===== config.mk =====
export PLATFORM = sky130hd
export DESIGN_NAME = enc_capture_top
export DESIGN_NICKNAME = d
export VERILOG_FILES = /design/src/rtl/enc_cap_pkg.sv /design/src/rtl/enc_decode.sv /design/src/rtl/capt_trigger.sv /design/src/rtl/capt_latch.sv /design/src/rtl/enc_capture_top.sv
export SDC_FILE = /design/constraint.sdc
export NUM_CORES = 1
export LEC_CHECK = 0
export ABC_AREA = 1
export BUFFER_PORTS_ARGS = -buffer_cell sky130_fd_sc_hd__buf_2
export CAP_MARGIN = 20
export CORE_MARGIN = 2
export CORE_UTILIZATION = 38
export CTS_CLUSTER_SIZE = 30
export DETAILED_ROUTE_END_ITERATION = 10
export HOLD_SLACK_MARGIN = 0.1
export PLACE_DENSITY_LB_ADDON = 0.08
export SLEW_MARGIN = 20
export SYNTH_ARGS = -nofsm -noshare
export SYNTH_HDL_FRONTEND = slang
export SYNTH_HIERARCHICAL = 1
export SYNTH_SLANG_ARGS = --single-unit

===== constraint.sdc =====
create_clock -name clk -period 6.4 [get_ports clk]
set_clock_uncertainty 0.05 [all_clocks]
set_input_delay 1.28 -clock clk [delete_from_list [all_inputs] [get_ports clk]]
set_output_delay 1.28 -clock clk [all_outputs]
set_load 0.03 [all_outputs]

===== src/rtl/enc_cap_pkg.sv =====
package enc_cap_pkg;

    localparam logic [3:0] MODE_PD_CW  = 4'd0;
    localparam logic [3:0] MODE_QD_CW  = 4'd3;
    localparam logic [3:0] MODE_PD_CCW = 4'd4;
    localparam logic [3:0] MODE_QD_CCW = 4'd7;
    localparam logic [3:0] MODE_PD_INT = 4'd8;

    // Encoded as the position on the quadrature ring, so a difference
    // of 1 is a forward step, 3 a reverse step, 2 an illegal jump.
    typedef enum logic [1:0] {
        QS_LL = 2'd0,
        QS_HL = 2'd1,
        QS_HH = 2'd2,
        QS_LH = 2'd3
    } quad_st_e;

    typedef enum logic {
        CS_ARMED = 1'b0,
        CS_HELD  = 1'b1
    } capt_st_e;

    function automatic quad_st_e lines_to_state(input logic a, input logic b);
        unique case ({a, b})
            2'b00:   return QS_LL;
            2'b10:   return QS_HL;
            2'b11:   return QS_HH;
            default: return QS_LH;
        endcase
    endfunction

endpackage


===== src/rtl/enc_decode.sv =====
module enc_decode
    import enc_cap_pkg::*;
#(
    parameter int CNT_W = 24
) (
    input  logic             clk,
    input  logic             rst_n,
    input  logic             samp_en,
    input  logic [3:0]       mode,
    input  logic             enc_a,
    input  logic             enc_b,
    input  logic             int_pulse,
    input  logic             int_dir,
    output logic [CNT_W-1:0] count,
    output logic             quad_err
);

    quad_st_e st_q, st_d;
    logic     is_pd, is_quad, use_int, rev;
    logic     src_a, src_b, last_a;
    logic [1:0] pos_new, pos_old, delta;
    logic     step_up, step_dn, bad_step, pd_edge;

    // Mode decode
    always_comb begin
        is_pd   = 1'b0;
        is_quad = 1'b0;
        use_int = 1'b0;
        rev     = 1'b0;
        case (mode)
            MODE_PD_CW:  is_pd = 1'b1;
            MODE_PD_CCW: begin is_pd = 1'b1; rev = 1'b1; end
            MODE_QD_CW:  is_quad = 1'b1;
            MODE_QD_CCW: begin is_quad = 1'b1; rev = 1'b1; end
            MODE_PD_INT: begin is_pd = 1'b1; use_int = 1'b1; end
            default:     ;
        endcase
    end

    assign src_a = use_int ? int_pulse : enc_a;
    assign src_b = use_int ? int_dir   : enc_b;

    // Next-state process
    always_comb begin
        st_d = st_q;
        if (samp_en) st_d = lines_to_state(src_a, src_b);
    end

    // State register
    always_ff @(posedge clk) begin
        if (!rst_n) st_q <= QS_LL;
        else        st_q <= st_d;
    end

    // Output / step process
    always_comb begin
        pos_new  = st_d;
        pos_old  = st_q;
        delta    = pos_new - pos_old;
        last_a   = (st_q == QS_HL) || (st_q == QS_HH);
        pd_edge  = is_pd & samp_en & src_a & ~last_a;
        step_up  = 1'b0;
        step_dn  = 1'b0;
        bad_step = 1'b0;
        if (pd_edge) begin
            step_up = src_b ^ rev;
            step_dn = ~(src_b ^ rev);
        end else if (is_quad && samp_en) begin
            unique case (delta)
                2'd1: begin step_up = ~rev; step_dn = rev;  end
                2'd3: begin step_up = rev;  step_dn = ~rev; end
                2'd2: bad_step = 1'b1;
                default: ;
            endcase
        end
    end

    always_ff @(posedge clk) begin
        if (!rst_n) begin
            count    <= '0;
            quad_err <= 1'b0;
        end else begin
            if (step_up)      count <= count + 1'b1;
            else if (step_dn) count <= count - 1'b1;
            if (bad_step)     quad_err <= 1'b1;
        end
    end

endmodule


===== src/rtl/capt_trigger.sv =====
module capt_trigger #(
    parameter int NFLAG = 4,
    localparam int SEL_W = $clog2(NFLAG)
) (
    input  logic             clk,
    input  logic             rst_n,
    input  logic             samp_en,
    input  logic             idx_in,
    input  logic [NFLAG-1:0] flags,
    input  logic [SEL_W-1:0] flag_sel,
    input  logic [3:0]       ctrl,
    input  logic             gate_en,
    input  logic             gate_state,
    input  logic             enc_a,
    input  logic             enc_b,
    output logic             trig
);

    logic idx_pol, gate_hit, idx_term, flag_term, term, term_q;

    always_comb begin
        idx_pol   = idx_in ^ ctrl[2];
        gate_hit  = gate_state ? (~enc_a & ~enc_b) : (enc_a & enc_b);
        idx_term  = idx_pol & (~gate_en | gate_hit);
        flag_term = flags[flag_sel] ^ ctrl[3];
        unique case (ctrl[1:0])
            2'b01:   term = idx_term;
            2'b10:   term = flag_term;
            2'b11:   term = idx_term & flag_term;
            default: term = 1'b0;
        endcase
    end

    always_ff @(posedge clk) begin
        if (!rst_n)       term_q <= 1'b0;
        else if (samp_en) term_q <= term;
    end

    assign trig = samp_en & term & ~term_q;

endmodule


===== src/rtl/capt_latch.sv =====
module capt_latch
    import enc_cap_pkg::*;
#(
    parameter int CNT_W = 24
) (
    input  logic             clk,
    input  logic             rst_n,
    input  logic             trig,
    input  logic             rd,
    input  logic [CNT_W-1:0] count_in,
    output logic [CNT_W-1:0] capt_pos,
    output logic             pending
);

    capt_st_e st_q, st_d;
    logic     load;

    // Next-state process
    always_comb begin
        st_d = st_q;
        load = 1'b0;
        unique case (st_q)
            CS_ARMED: if (trig) begin st_d = CS_HELD; load = 1'b1; end
            CS_HELD:  if (rd)   st_d = CS_ARMED;
            default:  st_d = CS_ARMED;
        endcase
    end

    // State register
    always_ff @(posedge clk) begin
        if (!rst_n) st_q <= CS_ARMED;
        else        st_q <= st_d;
    end

    always_ff @(posedge clk) begin
        if (!rst_n)    capt_pos <= '0;
        else if (load) capt_pos <= count_in;
    end

    // Output process
    always_comb pending = (st_q == CS_HELD);

endmodule


===== src/rtl/enc_capture_top.sv =====
module enc_capture_top
    import enc_cap_pkg::*;
#(
    parameter int CNT_W = 24,
    parameter int NFLAG = 4,
    localparam int SEL_W = $clog2(NFLAG)
) (
    input  logic             clk,
    input  logic             rst_n,
    input  logic             samp_en,
    input  logic [3:0]       mode,
    input  logic             enc_a,
    input  logic             enc_b,
    input  logic             int_pulse,
    input  logic             int_dir,
    input  logic             idx_in,
    input  logic             flag_home,
    input  logic             flag_nlim,
    input  logic             flag_plim,
    input  logic             flag_user,
    input  logic [3:0]       capt_ctrl,
    input  logic [SEL_W-1:0] flag_sel,
    input  logic             gate_idx_en,
    input  logic             gate_state,
    input  logic             capt_read,
    output logic [CNT_W-1:0] count,
    output logic [CNT_W-1:0] capt_pos,
    output logic             capt_pending,
    output logic             quad_err
);

    logic [NFLAG-1:0] flag_vec;
    logic             trig;

    always_comb begin
        flag_vec    = '0;
        flag_vec[0] = flag_home;
        flag_vec[1] = flag_nlim;
        flag_vec[2] = flag_plim;
        flag_vec[3] = flag_user;
    end

    enc_decode #(.CNT_W(CNT_W)) u_dec (
        .clk       (clk),
        .rst_n     (rst_n),
        .samp_en   (samp_en),
        .mode      (mode),
        .enc_a     (enc_a),
        .enc_b     (enc_b),
        .int_pulse (int_pulse),
        .int_dir   (int_dir),
        .count     (count),
        .quad_err  (quad_err)
    );

    capt_trigger #(.NFLAG(NFLAG)) u_trg (
        .clk        (clk),
        .rst_n      (rst_n),
        .samp_en    (samp_en),
        .idx_in     (idx_in),
        .flags      (flag_vec),
        .flag_sel   (flag_sel),
        .ctrl       (capt_ctrl),
        .gate_en    (gate_idx_en),
        .gate_state (gate_state),
        .enc_a      (enc_a),
        .enc_b      (enc_b),
        .trig       (trig)
    );

    capt_latch #(.CNT_W(CNT_W)) u_lat (
        .clk      (clk),
        .rst_n    (rst_n),
        .trig     (trig),
        .rd       (capt_read),
        .count_in (count),
        .capt_pos (capt_pos),
        .pending  (capt_pending)
    );

endmodule


Word-level counts from Yosys, hierarchy flattened
Index checks and enable logic that the tools add are counted.
- add/subtract/negate cells: 3
- $lt $le $gt $ge: 1
- equal/unequal tests: 14
- mux-type cells: 27
- bitwise logic cells: 21
- reductions and logical operators: 8
- operator list (operator ; number):
    two-way mux 24 bit ; 2
    adder 24 x 1 -> 24 bit (second input constant) ; 1
    subtractor 24 x 1 -> 24 bit (second input constant) ; 1
    two-way mux 1 bit ; 18
    equality test 2 bit (second input constant) ; 7
    AND 1 bit ; 9
    equality test 4 x 3 -> 1 bit (second input constant) ; 2
    NOT 1 bit ; 8
    equality test 2 x 1 -> 1 bit (second input constant) ; 3
    one-hot mux 1 bit (2 select lines) ; 3
    one-hot mux 2 bit (3 select lines) ; 1
    equality test 4 x 2 -> 1 bit (second input constant) ; 1
    equality test 4 bit (second input constant) ; 1
    zero test 4 bit ; 1
    OR reduction 2 bit ; 2
    < comparator 2 x 3 -> 1 bit (second input constant) ; 1
    one-hot mux 1 bit (3 select lines) ; 1
    OR reduction 3 bit ; 1
    bitwise XOR 1 bit ; 3
    binary-select mux 1 bit (select 2 bit) ; 1
    zero test 2 bit ; 1
    two-way mux 2 bit ; 1
    nonzero test 2 bit ; 1
    subtractor 2 bit ; 1
    other kinds (3) ; 3
- bits in registers: 53
- input port bits: 25
- output and inout bits: 50
- logic and storage cells: 80

Logic depth before layout (Yosys ltp)
Gate-level depths: netlist of the first run.
- depth after elaboration: 13
- mapped depth: 29
- depth with buffers taken out: 29

By module
The synthesis of the first run kept the hierarchy.
- modules (own cells, without submodules) (module ; instances ; cells an instance ; area an instance (sq um) ; seq. area each (sq um)):
    enc_decode ; 1 ; 331 ; 2293.4 ; 540.5
    capt_latch ; 1 ; 162 ; 1086.0 ; 500.5
    capt_trigger ; 1 ; 27 ; 161.4 ; 20.0

Least setup slack after synthesis of the first run
No wires, ideal clock.
- kind: input to register
- start: input mode[1]
- end: register u_dec.count[17]
- setup time: 0.120 ns
- data arrival time: 4.636 ns
- required time: 6.230 ns
- setup slack: 1.594 ns
- cell stages on the path: 24
- path buffers: 0
- path through: nor2_2 > nand2_2 > nand2_2 > nand2_2 > nand2_1 > nand2_2 > nand3_2 > inv_1 > nand2_1 > nand3_1 > nand2_1 > nand3_1 > nand2_1 > nand2_1 > ha_1 > a21oi_1 > nand2_1 > a21boi_0 > o21ai_0 > a31oi_1 > o21bai_1 > a21oi_1 > xor2_1 > a21oi_1
- longest elaborated chain between the ends: 12
- elaborated cells between the ends (all ways): 37
- those cells by class: add/sub (1); eq/ne (8); mux (15); bitwise (6); reduce/logical (7)
- ends and longest elaborated chain (what ; line ; source):
    from (decl) ; enc_capture_top.sv:11 ; input logic [3:0] mode,
    equality test 4 bit ; enc_decode.sv:30 ; case (mode)
    two-way mux 1 bit ; enc_decode.sv:30 ;
    two-way mux 1 bit (on tied branches) ; enc_decode.sv:41, enc_decode.sv:40 ;
    equality test 2 bit / zero test 2 bit (equally long branches) ; enc_cap_pkg.sv:24 ; unique case ({a, b})
    one-hot mux 2 bit (3 select lines) ; enc_cap_pkg.sv:24 ;
    two-way mux 2 bit ; enc_decode.sv:46 ; if (samp_en) st_d = lines_to_state(src_a, src_b);
    subtractor 2 bit ; enc_decode.sv:59 ; delta = pos_new - pos_old;
    equality test 2 bit / equality test 2 x 1 -> 1 bit (equally long branches) ; enc_decode.sv:69 ; unique case (delta)
    one-hot mux 1 bit (2 select lines) ; enc_decode.sv:69 ;
    two-way mux 1 bit ; enc_decode.sv:68 ; end else if (is_quad && samp_en) begin
    two-way mux 1 bit ; enc_decode.sv:65 ; if (pd_edge) begin
    two-way mux 24 bit / nonzero test 2 bit (equally long branches) ; -- ;
    to (signal assigned) ; enc_decode.sv:83 ; if (step_up) count <= count + 1'b1;
    to (signal assigned) ; enc_decode.sv:84 ; else if (step_dn) count <= count - 1'b1;
    to (decl) ; enc_decode.sv:14 ; output logic [CNT_W-1:0] count,
Several ways; a longest one is shown, not always the timed one.
A chain may end at the register's enable or synchronous reset.

Worst setup path after layout of the first run
Ends and elaborated chain as after synthesis.

==> reports/results.ini, run 1 <==
[timing]
tightest_slew_ps = 877
layout_setup_ws_ps = 1370
finalSetupViolations = 0
post-route-period-util = 0.786
rsz0062_at_grt = no
min_period_ps = 5030
fin_hold_ws_ps = 406
fmax_ghz = 0.199
maxSlewViolCount = 0
hold_viol = 0
tns_ps = 0
relSlewSlack = 0.415

[worst_setup_path]
r2r_slack_ps = 2550
max_stage_delay_ps = 510
reg2reg_to = u_dec/count[17]$_SDFFE_PN0P_
worstReg2RegStart = u_dec/pos_old[1]$_SDFF_PN0_
critPathTopFamily = simple AND/OR/NAND/NOR gates
cpMaxStageDelayCell = ha_1
worstSetupPathType = in2reg
required_ps = 6600
cp-end-kind = flop
cpMostUsedCell = nand2_1
path_buf_inv = 2
critPathMaxFanout = 15
reg2regPathDepth = 20
critical_path_arrival_ps = 5230
start_kind = input port

[global_route]
gr-total-overflow = 0
grt_max_degree = 51
grt_pass1_wl_mm = 14.7
first_global_vias = 3163
grt_usage = 0.177
antenna_found_initial = 0

[cts]
hold_buffers = 0
post_cts_buffers = 0
clock-sinks = 53
clk-insertion-delay-late_ps = 320
cts_buffers = 5
h-tree-depth = 2
cts_buffer_depth = 2
path_clk_slew_ps = 110
ctsResizeCount = 0
cts-root-buf = clkbuf_8
cts_tree = built

[logic_synthesis]
synth.most_common_cell = nand2_1
synthTopCellsByCount = 90 x nand2_1, 69 x nor2_1, 67 x inv_1
synth_top_area_frac = 0.300
syn_area_per_cell_sq_um = 6.81
synth-seq-area-share = 0.300
synth_ff_type = dfxtp_1
synthesis.area_sq_mm = 0.00354
ys_ff_latch = 53
synth_top_cell_by_area = dfxtp_1
synthesis.nets = 568
ys_top_cells_by_area = dfxtp_1 30%, nand2_1 9.5%, ha_1 7.8%, nor2_1 7.3%, inv_1 7.1%
synth_cell_types = 42
async_reset_ff_frac = 0
synth_warnings = 6
synth-edff-count = 0
synth_cells = 520

[routing]
wirelength_mm = 8.60
drc_errors = 0
wl_per_cell_um = 12.3
vias = 3412
first_pass_iters = 4
vias_per_cell = 4.90
antenna_left = 0
dr.first_iter.drc_count = 133

[placement]
place_area_sq_mm = 0.00394
pre_cts_ws_ps = 1050
port_buffers = 74
place_congestion = 0.808
hpwl_mm = 6.41

[hold_path]
hold_class = reg2reg
hold_path_depth = 2
holdPathEnd = u_dec/quad_err$_SDFFE_PN0P_
min_from = u_dec/quad_err$_SDFFE_PN0P_

[run]
maxCapViolCount = 0

[layout]
area_delta_synth_final_pct = 13.8
nets = 633
diodes = 0
fillers = 992
drive_gt1_frac = 0.181
fin_area_sq_mm = 0.00403

[floorplan]
die_y_um = 101
start_util = 0.387
pin_count = 75
core-area_sq_mm = 0.00915
dieArea_sq_mm = 0.0101
rows = 35
die_w_um = 101

[power]
worst_ir_drop_vdd_v = 0.0000948
power_density_mw_per_mm2 = 228
leakage_uw = 0.00208

[run_status]
status = finished clean

[cells by family after synthesis]
| group | Yosys count | share of synthesized area |
|---|---|---|
| buffers and inverters | 89 | 0.112 |
| AND/OR/NAND/NOR | 235 | 0.295 |
| AO/OA/AOI/OAI | 98 | 0.156 |
| flip-flops | 53 | 0.300 |
| adder cells (fa/ha/maj) | 23 | 0.0834 |
| XOR/XNOR | 22 | 0.0544 |
[registers in the layout, indices dropped and copies added (netlist names)]
register / flops
u_lat/capt_pos: 24
u_dec/count: 24
u_lat/pending: 1
u_dec/pos_old: 2
u_trg/term_q: 1
u_dec/quad_err: 1
[stage by stage]
step,instances,util,power [uW]
floorplan,520,-,644
CTS,697,0.440,933
detailed placement,689,0.430,722
global placement,689,0.430,719
global route,697,0.440,992
finish,697,0.440,919
[worst min-delay path, cell delays in order (launching register included)]
cell	delay [ps]
dfxtp_1	320
inv_1	40
a21oi_1	50
[how the worst max path moves through the flow]
stage | cells after the start | from | end
5_1_grt | 25 | mode[1] | u_dec/count[17]$_SDFFE_PN0P_
3_5_place_dp | 25 | mode[1] | u_dec/count[17]$_SDFFE_PN0P_
2_1_floorplan | 24 | mode[1] | u_dec/count[17]$_SDFFE_PN0P_
4_1_cts | 25 | mode[1] | u_dec/count[17]$_SDFFE_PN0P_
3_3_place_gp | 25 | mode[1] | u_dec/count[17]$_SDFFE_PN0P_
6_report | 25 | mode[1] | u_dec/count[17]$_SDFFE_PN0P_
[routing by layer]
metal | GRT usage | share of wire | wire length [um] | up-vias
met3 | 0.0243 | 0.043 | 367 | 9
li1 | - | - | - | 1824
met1 | 0.251 | 0.52 | 4510 | 1505
met2 | 0.283 | 0.42 | 3620 | 74
met4 | 0.0453 | 0.012 | 104 | 0
met5 | 0 | 0 | 0 | -
[power breakdown]
part,total [uW],internal [uW],switching (uW)
Sequential,369,352,16.9
Clock,206,79.4,127
Combinational,344,123,221
[cells in the final DEF, fill, tap and decap left out, types with 4 or more instances in the layout]
cell,n
inv_1,67
ha_1,22
nor2_1,69
nand2_2,7
nand3b_1,4
dfxtp_1,53
a21oi_1,43
nand3_2,4
nand3_1,43
xnor2_1,7
xor2_1,15
nand4_1,7
buf_2,74
inv_2,4
a211oi_1,5
o21ai_0,32
clkbuf_8,5
nand2_1,90
[final cells by class]
class,instances,area [sq um],area share
clock buffer,5,68.8,0.0171
clock inverter,3,25.0,0.00621
inverter,71,267,0.0661
multi-input combinational,378,2080,0.517
sequential,53,1060,0.263
tap,111,139,0.0345
timing repair buffer,76,385,0.0956
Power figures use the tool's default switching activity.
==> run 2, diff against run 1 <==
Clock period 6.4 ns to 4.3 ns, I/O delays scaled along.
==> reports/results.ini, run 2 (synthesized netlist as in run 1, its figures left out) <==
[power]
worst_ir_drop_vdd_v = 0.000127
p_clk_frac = 0.203
intPower_uw = 889
leakage_uw = 0.00221
power_density_mw_per_mm2 = 335
swShare = 0.382
p_comb_frac = 0.415
p_sw_uw = 551
power_frac_seq = 0.382

[cts]
cts-root-buf = clkbuf_8
h-tree-depth = 2
hold_buffers = 0
cts_buffers = 5
path_clk_slew_ps = 100
clk-insertion-delay-late_ps = 310
cts_buffer_depth = 2
post_cts_buffers = 0
cts_tree = built
clock-sinks = 53

[global_route]
grt-busiest-layer = met2
grt_pass1_wl_mm = 14.8
first_global_vias = 3201
antenna_found_initial = 0
grt_usage = 0.178
gr-usage-met1 = 0.261
grt_util_met3 = 0.0243
grt_max_degree = 51
use_met2 = 0.280
gr-total-overflow = 0

[routing]
first_pass_iters = 4
vias = 3486
antenna_left = 0
wirelength_mm = 8.78
drc_errors = 0
wl_per_cell_um = 12.1
vias_per_cell = 4.81
dr.first_iter.drc_count = 156

[layout]
drive_gt1_frac = 0.231
fillers = 973
area_delta_synth_final_pct = 21.4
post-route-util = 0.470
layout_common_cells = 88 x nand2_1, 74 x buf_2, 68 x nor2_1
final_common_cell = nand2_1
nets = 661
diodes = 0

[worst_setup_path]
max_stage_delay_ps = 320
reg2regPathDepth = 20
path_cells = buf_2 -> inv_2 -> nor2_4 -> nand2_2 -> nand2_1 -> nand2_1 -> a2111oi_1 -> nand3_1 -> nor2_1 -> inv_1 -> nand2_4 -> buf_6 -> ha_1 -> a21oi_1 -> a21boi_1 -> o21ai_1 -> a21oi_1 -> o21ai_1 -> buf_4 -> xnor2_1 -> a21oi_1
cpMostUsedCell = a21oi_1
worstReg2RegStart = u_dec/pos_old[1]$_SDFF_PN0_
critical_path_arrival_ps = 4040
critPathMaxFanout = 13
reg2reg_to = u_dec/count[12]$_SDFFE_PN0P_
r2r_slack_ps = 1130
start_kind = input port
crit_start = mode[3]
worstSetupPathType = in2reg
cpMaxStageDelayCell = a2111oi_1
required_ps = 4440
cp-end-kind = flop

[floorplan]
rows = 35
die_y_um = 101
core-area_sq_mm = 0.00915
start_util = 0.387
die_w_um = 101
dieArea_sq_mm = 0.0101
pin_count = 75

[hold_path]
min_from = u_dec/quad_err$_SDFFE_PN0P_
hold_path_depth = 2
hold_class = reg2reg
holdPathEnd = u_dec/quad_err$_SDFFE_PN0P_

[placement]
pre_cts_ws_ps = -123
hpwl_mm = 6.63
place_congestion = 0.855
port_buffers = 74

[timing]
finalSetupViolations = 0
min_period_ps = 3900
tightest_slew_ps = 860
hold_viol = 0
maxSlewViolCount = 0
layout_setup_ws_ps = 397
fmax_ghz = 0.256
relSlewSlack = 0.427
post-route-period-util = 0.908
tns_ps = 0

[run]
maxCapViolCount = 0

[run_status]
status = finished clean

run 2: cell count changes in the layout (fill, tap and decap cells not counted), sizes merged:
cell / previous run / this run
clkbuf: 5 / 6
clkinvlp: 1 / 2
buf: 76 / 104
inv: 72 / 71
clkinv: 1 / 0
run 2: how the worst max path moves through the flow:
stage	end	cells after the start	slack [ps]
5_1_grt	u_dec/count[23]$_SDFFE_PN0P_	22	-10
2_1_floorplan	u_dec/count[17]$_SDFFE_PN0P_	24	130
6_report	u_dec/count[12]$_SDFFE_PN0P_	21	400
4_1_cts	u_dec/count[23]$_SDFFE_PN0P_	22	210
3_5_place_dp	u_dec/count[21]$_SDFFE_PN0P_	21	-120
3_3_place_gp	u_dec/count[23]$_SDFFE_PN0P_	30	30
run 2: cell type report:
cell class	instances	area [sq um]	area share
Tap cell	111	139	0.0323
Clock inverter	2	15.0	0.00349
Clock buffer	6	72.6	0.0169
Inverter	71	267	0.0620
Timing Repair Buffer	104	599	0.139
Multi-Input combinational cell	378	2140	0.499
Sequential cell	53	1060	0.247
run 2: power groups by stage:
stage               clock [uW]  combinational, uW  sequential [uW]
CTS                        310                589              550
global placement             0                585              560
global route               324                674              555
floorplan                    0                341              618
detailed placement           0                586              562
finish                     293                598              550
run 2: worst max-delay path: cells and delay by family:
| family | cells | cell delay, ps |
|---|---|---|
| AO/OA/AOI/OAI | 7 | 1300 |
| XOR/XNOR | 1 | 140 |
| adder cells (fa/ha/maj) | 1 | 290 |
| buffers and inverters | 5 | 610 |
| AND/OR/NAND/NOR | 7 | 850 |
run 2: timing repair:
action                                  CTS  global route
endpoints found under the setup margin    0            14
gates resized for setup                   0            14
endpoints found under the hold margin     0             0
run 2: stage by stage:
| step | total power (uW) | cells | instance area (sq um) | hold slack, ps |
|---|---|---|---|---|
| floorplan | 959 | 520 | 3540 | 403 |
| global placement | 1150 | 717 | 4150 | 385 |
| detailed placement | 1150 | 717 | 4150 | 389 |
| CTS | 1450 | 725 | 4240 | 405 |
| global route | 1550 | 725 | 4300 | 441 |
| finish | 1440 | 725 | 4300 | 403 |
run 2: routing by layer:
layer,vias up,routed length [um]
met3,4,347
met1,1518,4650
met2,81,3720
met5,-,0
met4,0,62
li1,1883,-
